--- src/rtl/i2c_bus_unstick.sv ---
module i2c_bus_unstick #(
  parameter int WORD_W      = 32,
  parameter int RECOVER_BIT = 11,
  parameter int DONE_BIT    = 13,
  parameter int MAX_PULSES  = 8
) (
  input  logic              clk,
  input  logic              rst_n,
  input  logic              cmd_wr,
  input  logic [WORD_W-1:0] cmd_data,
  input  logic              sts_wr,
  input  logic [WORD_W-1:0] sts_data,
  input  logic              half_tick,
  input  logic              sda_in,
  input  logic              scl_in,
  output logic              scl_drive_low,
  output logic              sda_drive_low,
  output logic              recovery_done
);
  localparam int CW = $clog2(MAX_PULSES + 1);

  typedef enum logic [1:0] {S_IDLE, S_LOW, S_HIGH} state_t;

  state_t        state;
  logic [CW-1:0] cnt;
  logic          start, finish, clear;

  assign start  = cmd_wr & cmd_data[RECOVER_BIT];
  assign clear  = sts_wr & sts_data[DONE_BIT];
  assign finish = (state == S_HIGH) & half_tick & scl_in &
                  (sda_in | (cnt == CW'(MAX_PULSES)));

  assign scl_drive_low = (state == S_LOW);
  assign sda_drive_low = 1'b0;

  always_ff @(posedge clk or negedge rst_n) begin
    if (!rst_n) begin
      state <= S_IDLE;
      cnt   <= '0;
    end else begin
      unique case (state)
        S_IDLE: if (start) begin
          state <= S_LOW;
          cnt   <= '0;
        end
        S_LOW: if (half_tick) begin
          state <= S_HIGH;
          cnt   <= cnt + 1'b1;
        end
        S_HIGH: if (half_tick && scl_in) state <= finish ? S_IDLE : S_LOW;
        default: state <= S_IDLE;
      endcase
    end
  end

  always_ff @(posedge clk or negedge rst_n) begin
    if (!rst_n)      recovery_done <= 1'b0;
    else if (finish) recovery_done <= 1'b1;
    else if (clear)  recovery_done <= 1'b0;
  end

  assert_cnt_cap_R6: assert property (@(posedge clk) disable iff (!rst_n)
    cnt <= CW'(MAX_PULSES));

  assert_done_at_end_R4: assert property (@(posedge clk) disable iff (!rst_n)
    $rose(recovery_done) |-> (state == S_IDLE) && $past(state == S_HIGH));

  assert_rerun_ignored_R8: assert property (@(posedge clk) disable iff (!rst_n)
    (state == S_LOW && !half_tick && start) |=> (state == S_LOW) && (cnt == $past(cnt)));

  assert_stretch_hold_R10: assert property (@(posedge clk) disable iff (!rst_n)
    (state == S_HIGH && !scl_in) |=> (state == S_HIGH) && !recovery_done || $past(recovery_done));

  assert_clear_R7: assert property (@(posedge clk) disable iff (!rst_n)
    (recovery_done && clear && !finish) |=> !recovery_done);

  assert_low_ends_on_tick_R3: assert property (@(posedge clk) disable iff (!rst_n)
    $fell(scl_drive_low) |-> $past(half_tick));
endmodule

--- config.mk ---
export PLATFORM = sky130hd
export DESIGN_NAME = i2c_bus_unstick
export DESIGN_NICKNAME = d
export VERILOG_FILES = /design/src/rtl/i2c_bus_unstick.sv
export SDC_FILE = /design/constraint.sdc
export NUM_CORES = 1
export LEC_CHECK = 0
export BUFFER_PORTS_ARGS = -buffer_cell sky130_fd_sc_hd__buf_2
export CORE_MARGIN = 2
export CORE_UTILIZATION = 26
export DETAILED_ROUTE_END_ITERATION = 7
export PLACE_DENSITY = 0.92
export SETUP_SLACK_MARGIN = 0.4
export SLEW_MARGIN = 20
export SYNTH_ARGS = -nofsm -noshare
export SYNTH_HDL_FRONTEND = slang
export SYNTH_SLANG_ARGS = --single-unit
--- constraint.sdc ---
create_clock -name clk -period 2 [get_ports clk]
set_input_delay 0 -clock clk [delete_from_list [all_inputs] [get_ports clk]]
set_output_delay 0 -clock clk [all_outputs]
set_load 0.1 [all_outputs]
==> flow_metrics.env, run 1 <==
export IMPL_status="complete, no violations"
export IMPL_min_period_ns=1.337
export IMPL_wire_per_inst_um=10.26
export IMPL_path_delay_family="flip-flops"
export IMPL_clock_skew_ns=0.006739
export IMPL_grt_max_degree=8
export IMPL_cts_sinks=7
export IMPL_vias_per_cell=4.629
export IMPL_antenna_found_initial=0
export IMPL_worstPathArrival_ns=1.34
export IMPL_finalSetupViolations=0
export IMPL_crit_buf_inv=1
export IMPL_synth_cells_most_frequent="dfrtp_1, nand2_1, inv_1, nand3_1"
export IMPL_min_path_type="primary input to flip-flop"
export IMPL_drcViolationCount=0
export IMPL_start_util_pct=27.11
export IMPL_firstDrtPassIters=4
export IMPL_timing_rr_start="cnt[0]"
export IMPL_antenna_left=0
export IMPL_grt_pass1_wl_um=1235
export IMPL_syn_nets=112
export IMPL_overflow=0
export IMPL_final_nets=128
export IMPL_worst_r2r_setup_slack_ns=0.77
export IMPL_slew_viol_final=0
export IMPL_hold_end="recovery_done"
export IMPL_power_density_nw_per_um2=1185
export IMPL_post_place_ws_ns=0.7749
export IMPL_hold_start="sts_data[13]"
export IMPL_synth_top_cells_by_area="dfrtp_1, ha_1, nand3b_4, nand2_1, nand4b_1"
export IMPL_clockRootBuffer="clkbuf_4"
export IMPL_maxCapViolCount=0
export IMPL_async_flop_share_pct=100.0
export IMPL_htreeDepth=1
export IMPL_critical_path_max_stage_delay_ns=0.48
export IMPL_fmax_ghz=0.7479
export IMPL_seq_area_frac_synth_pct=44.44
export IMPL_crit_path_cell_trace="nor2b_2 > buf_2"
export IMPL_num_vias=324
export IMPL_cts_inserted_buffers=3
export IMPL_crit_path_end_kind="primary output"
export IMPL_tritoncts="built"
export IMPL_period_share_pct=66.85
export IMPL_cp_start_kind="flip-flop"
export IMPL_drive_gt1_share_pct=29.63
export IMPL_rows=14
export IMPL_n_antenna_cell=0
export IMPL_die_area_sq_um=1843
export IMPL_fin_setup_tns_ns=0
export IMPL_core_sq_um=1454
export IMPL_port_buffers=10
export IMPL_die_h_um=42.94
export IMPL_slowest_stage="dfrtp_1"
export IMPL_area_growth_pct=28.25
export IMPL_drt_wl_total_um=718
export IMPL_p_leak_uw=0.0002533
export IMPL_gp_congestion=0.6674
export IMPL_synth_cell_types=22
export IMPL_rr_worst_depth=4
export IMPL_synth_cell_area_sq_um=394.1
export IMPL_die_x_um=42.94
export IMPL_clk_path_buf_depth=2
export IMPL_grt_pass1_vias=328
export IMPL_synthMostInstantiatedCell="dfrtp_1"
export IMPL_synth_edf_count=0
export IMPL_dpl_cell_area_sq_um=459.2
export IMPL_hold_viol_final=0
export IMPL_clk_pin_slew_worst_paths_ns=0.05
export IMPL_synth_ff_type="dfrtp_1"
export IMPL_ys_seq_elements=7
export IMPL_postCtsSetupRepairBufs=0
export IMPL_hold_depth=4
export IMPL_avgSynthCellArea_sq_um=10.11
export IMPL_fin_ws_ns=0.6630
export IMPL_synth_top_cell_by_area="dfrtp_1"
export IMPL_grt_total_usage_pct=9.465
export IMPL_hpwlAfterDp_um=562.8
export IMPL_drt_iter0_markers=3
export IMPL_critPathMaxFanout=7
export IMPL_irDropWorstVdd_v=0.0004291
export IMPL_r2r_end="state[0]"
export IMPL_insertion_delay_ns=0.25
export IMPL_path_class="flip-flop to primary output"
export IMPL_yosysWarnings=0
export IMPL_io_pins=74
export IMPL_synth_top_area_share_pct=44.44
export IMPL_final_area_sq_um=505.5
export IMPL_syn_inst=39
export IMPL_required_ns=2.00
export IMPL_rsz0062_at_grt="false"
[cell usage in the layout (no fill, tap or decap), drive strengths merged]
cell type	Yosys	routed
nand3b	1	1
clkbuf	0	4
ha	2	2
mux2	1	1
nand4bb	1	1
and3b	1	1
a21oi	1	1
xnor2	1	1
dlygate4sd3	0	2
o21ai	3	3
nand2	5	5
nand4b	2	2
inv	3	3
and2	1	1
dfrtp	7	7
conb	1	1
o31ai	1	1
nor2	1	1
o32ai	1	1
o211ai	1	1
nand3	3	3
nor2b	1	1
buf	1	10
[per-layer routing]
| layer | GRT usage [%] | vias to the layer above | share of wire, % |
|---|---|---|---|
| li1 | - | 165 | - |
| met1 | 8.136 | 144 | 40 |
| met2 | 17.88 | 15 | 49 |
| met3 | 7.660 | 0 | 10 |
| met4 | 0 | 0 | 0 |
| met5 | 0 | - | 0 |
[metrics by stage]
step	util (%)	power, uW	cells	hold WS, ns
floorplan	-	421.7	39	-0.2956
global placement	31.58	461.2	64	-0.1630
detailed placement	31.58	470.8	64	-0.1568
CTS	34.77	605.1	70	0.03128
global route	34.77	641.2	70	0.04991
finish	34.77	599.0	70	0.02986
[registers in the layout, summed over array words and instances (netlist names)]
register / count
cnt: 4
recovery_done: 1
state: 2
[power by group]
group | total, uW | internal, uW | switching (uW)
combinational | 239 | 82.5 | 157
clock | 127 | 76.1 | 50.7
sequential | 233 | 179 | 53.8
[layout make-up]
class                      count  area (sq um)
inverter                       3         11.26
fill                         158         948.4
tap                           16         20.02
clock buffer                   4         26.28
multi-input combinational     28         202.7
timing repair buffer          12         70.07
sequential                     7         175.2
[tightest hold or removal path: stages]
cell	delay [ns]
buf_2	0.07
nand2_1	0.04
nand2_1	0.06
o21ai_0	0.07
[worst max-delay path by stage]
stage | startpoint | endpoint | slack (ns) | cells after the start
detailed placement | cnt[0] | state[0] | 0.77 | 4
global route | state[0] | scl_drive_low | 0.58 | 2
floorplan | state[0] | scl_drive_low | 0.70 | 1
global placement | cnt[0] | state[0] | 0.86 | 4
CTS | state[0] | scl_drive_low | 0.66 | 2
finish | state[0] | scl_drive_low | 0.66 | 2
[kinds of logic after synthesis]
group / count (synthesis) / synth area share, %
XOR/XNOR: 1 / 2.223
other: 1 / 0.9515
AO/OA/AOI/OAI: 7 / 11.11
multiplexers: 1 / 2.857
adder cells (fa/ha/maj): 2 / 6.348
AND/OR/NAND/NOR: 16 / 27.30
buffers and inverters: 4 / 4.762
flip-flops: 7 / 44.44
[timing repair]
action                    in CTS  in global routing
hold endpoints to repair       8                  0
gates resized for setup        0                  0
hold buffers                   2                  0
(Power assumes the default switching activity.)
==> run 2, diff against run 1 <==
- ABC_AREA: unset -> 1
- PLACE_DENSITY: 0.92 -> 0.88
- clock period: 2 -> 1.4 ns (I/O delays scaled with it)
==> flow_metrics.env, run 2 <==
export IMPL_antenna_left=0
export IMPL_rsz0062_at_grt="true"
export IMPL_final_area_sq_um=635.6
export IMPL_crit_path_end_kind="primary output"
export IMPL_drt_iter0_markers=4
export IMPL_async_flop_share_pct=100.0
export IMPL_largest_reg_flops=4
export IMPL_dpl_cell_area_sq_um=539.3
export IMPL_vias_per_cell=4.543
export IMPL_drive_gt1_share_pct=42.31
export IMPL_area_growth_pct=43.50
export IMPL_die_x_um=45.28
export IMPL_status="complete, no violations"
export IMPL_synth_ff_type="dfrtp_1"
export IMPL_die_h_um=45.28
export IMPL_required_ns=1.40
export IMPL_worstPathArrival_ns=1.13
export IMPL_maxCapViolCount=0
export IMPL_reg_top3="cnt: 4 flops, state: 2 flops, recovery_done: 1 flops"
export IMPL_avgSynthCellArea_sq_um=7.637
export IMPL_gp_congestion=0.7569
export IMPL_irDropWorstVdd_v=0.0007718
export IMPL_yosysWarnings=0
export IMPL_ys_seq_elements=7
export IMPL_antenna_found_initial=0
export IMPL_hold_viol_final=0
export IMPL_min_path_type="primary input to flip-flop"
export IMPL_synth_cells_most_frequent="nand2_1, inv_1, dfrtp_1"
export IMPL_cts_inserted_buffers=3
export IMPL_synth_top_area_share_pct=39.55
export IMPL_critPathMaxFanout=6
export IMPL_p_leak_uw=0.0003356
export IMPL_clk_pin_slew_worst_paths_ns=0.05
export IMPL_synth_cell_types=19
export IMPL_synth_top_cell_by_area="dfrtp_1"
export IMPL_n_antenna_cell=0
export IMPL_drcViolationCount=0
export IMPL_syn_inst=58
export IMPL_wire_per_inst_um=10.80
export IMPL_grt_pass1_vias=387
export IMPL_synth_edf_count=0
export IMPL_synthMostInstantiatedCell="nand2_1"
export IMPL_hpwlAfterDp_um=706.7
export IMPL_core_sq_um=1559
export IMPL_firstDrtPassIters=4
export IMPL_cts_sinks=7
export IMPL_grt_total_usage_pct=11.07
export IMPL_period_share_pct=80.65
export IMPL_grt_max_degree=8
export IMPL_power_density_nw_per_um2=2071
export IMPL_seq_area_frac_synth_pct=39.55
export IMPL_final_cell_mix="nand2_1, buf_2, dfrtp_1, inv_1, buf_4"
export IMPL_slew_viol_final=0
export IMPL_tritoncts="built"
export IMPL_num_vias=427
export IMPL_synth_cell_area_sq_um=442.9
export IMPL_clockRootBuffer="clkbuf_4"
export IMPL_synth_top_cells_by_area="dfrtp_1, nand2_1, inv_1, ha_1, nand3_2"
export IMPL_port_buffers=10
export IMPL_final_common_cell="nand2_1"
export IMPL_top_register="cnt"
export IMPL_die_area_sq_um=2050
export IMPL_io_pins=74
export IMPL_fin_setup_tns_ns=0
export IMPL_clk_path_buf_depth=2
export IMPL_htreeDepth=1
export IMPL_min_period_ns=1.129
export IMPL_final_nets=152
export IMPL_syn_nets=131
export IMPL_path_class="flip-flop to primary output"
export IMPL_drt_wl_total_um=1015
export IMPL_rows=14
export IMPL_clock_skew_ns=0.003561
export IMPL_cp_start_kind="flip-flop"
export IMPL_start_util_pct=28.41
export IMPL_finalSetupViolations=0
export IMPL_grt_pass1_wl_um=1545
export IMPL_insertion_delay_ns=0.25
export IMPL_overflow=0
export IMPL_fmax_ghz=0.8856
run 2: cells by family after synthesis:
group,share of synthesized area (%)
AOI/OAI and AO/OA,7.909
DFF,39.55
other,0.8466
adders and majority gates,5.649
buffers and inverters,9.322
and+or+nand+nor,36.72
run 2: repair_timing:
action,CTS,global route
gates resized for setup,3,2
hold buffers,3,0
hold endpoints to repair,8,0
buffers inserted,3,1
endpoints found under the setup margin,8,7
pin swaps,4,1
run 2: layout make-up:
cell class | instances | area (sq um)
fillers | 158 | 923.4
repair buffers | 17 | 127.6
well taps | 16 | 20.02
multi-input cells | 41 | 246.5
inverters | 9 | 38.79
clock buffers | 4 | 26.28
flip-flops and latches | 7 | 176.4
run 2: path summary, 6_finish.rpt:
kind,start,end,slack [ns],cells after the start
min in group asynchronous,rst_n,cnt[2],0.11,2
worst min register to register,recovery_done,recovery_done,0.48,2
worst max-delay path,state[0],scl_drive_low,0.27,3
max in group asynchronous,rst_n,recovery_done,1.12,2
worst min-delay path,scl_in,state[1],0.05,4
worst max register to register,cnt[1],state[0],0.28,7
run 2: per-stage QoR:
stage	util, %	power, uW	worst slack, ns	std cells	hold WS [ns]
after floorplan	-	849.7	0.3519	58	-0.2956
after global placement	34.59	995.1	0.2893	83	-0.1604
after detailed placement	34.59	1020	0.2565	83	-0.1595
after CTS	39.97	1273	0.2949	93	0.05257
after global routing	40.77	1413	0.2224	94	0.06840
final	40.77	1316	0.2708	94	0.05478
run 2: power breakdown:
part | internal, uW | total (uW) | leakage [uW] | switching [uW]
Combinational | 294 | 785 | 0.000230 | 492
Sequential | 271 | 351 | 0.0000910 | 80.2
Clock | 109 | 180 | 0.0000150 | 71.4
Total | 673 | 1320 | 0.000336 | 643
run 2: routing by layer:
layer / track usage, % / wire, um / part of all wire [%]
met2: 21.43 / 562 / 55
met4: 1.765 / 6 / 0.59
met3: 6.000 / 61 / 6.0
met1: 10.12 / 384 / 38
met5: 0 / 0 / 0
run 2: worst max-delay path, stage by stage, from the launching register on:
cell     delay (ns)
dfrtp_1        0.47
nand2_2        0.14
inv_6          0.10
buf_12         0.17
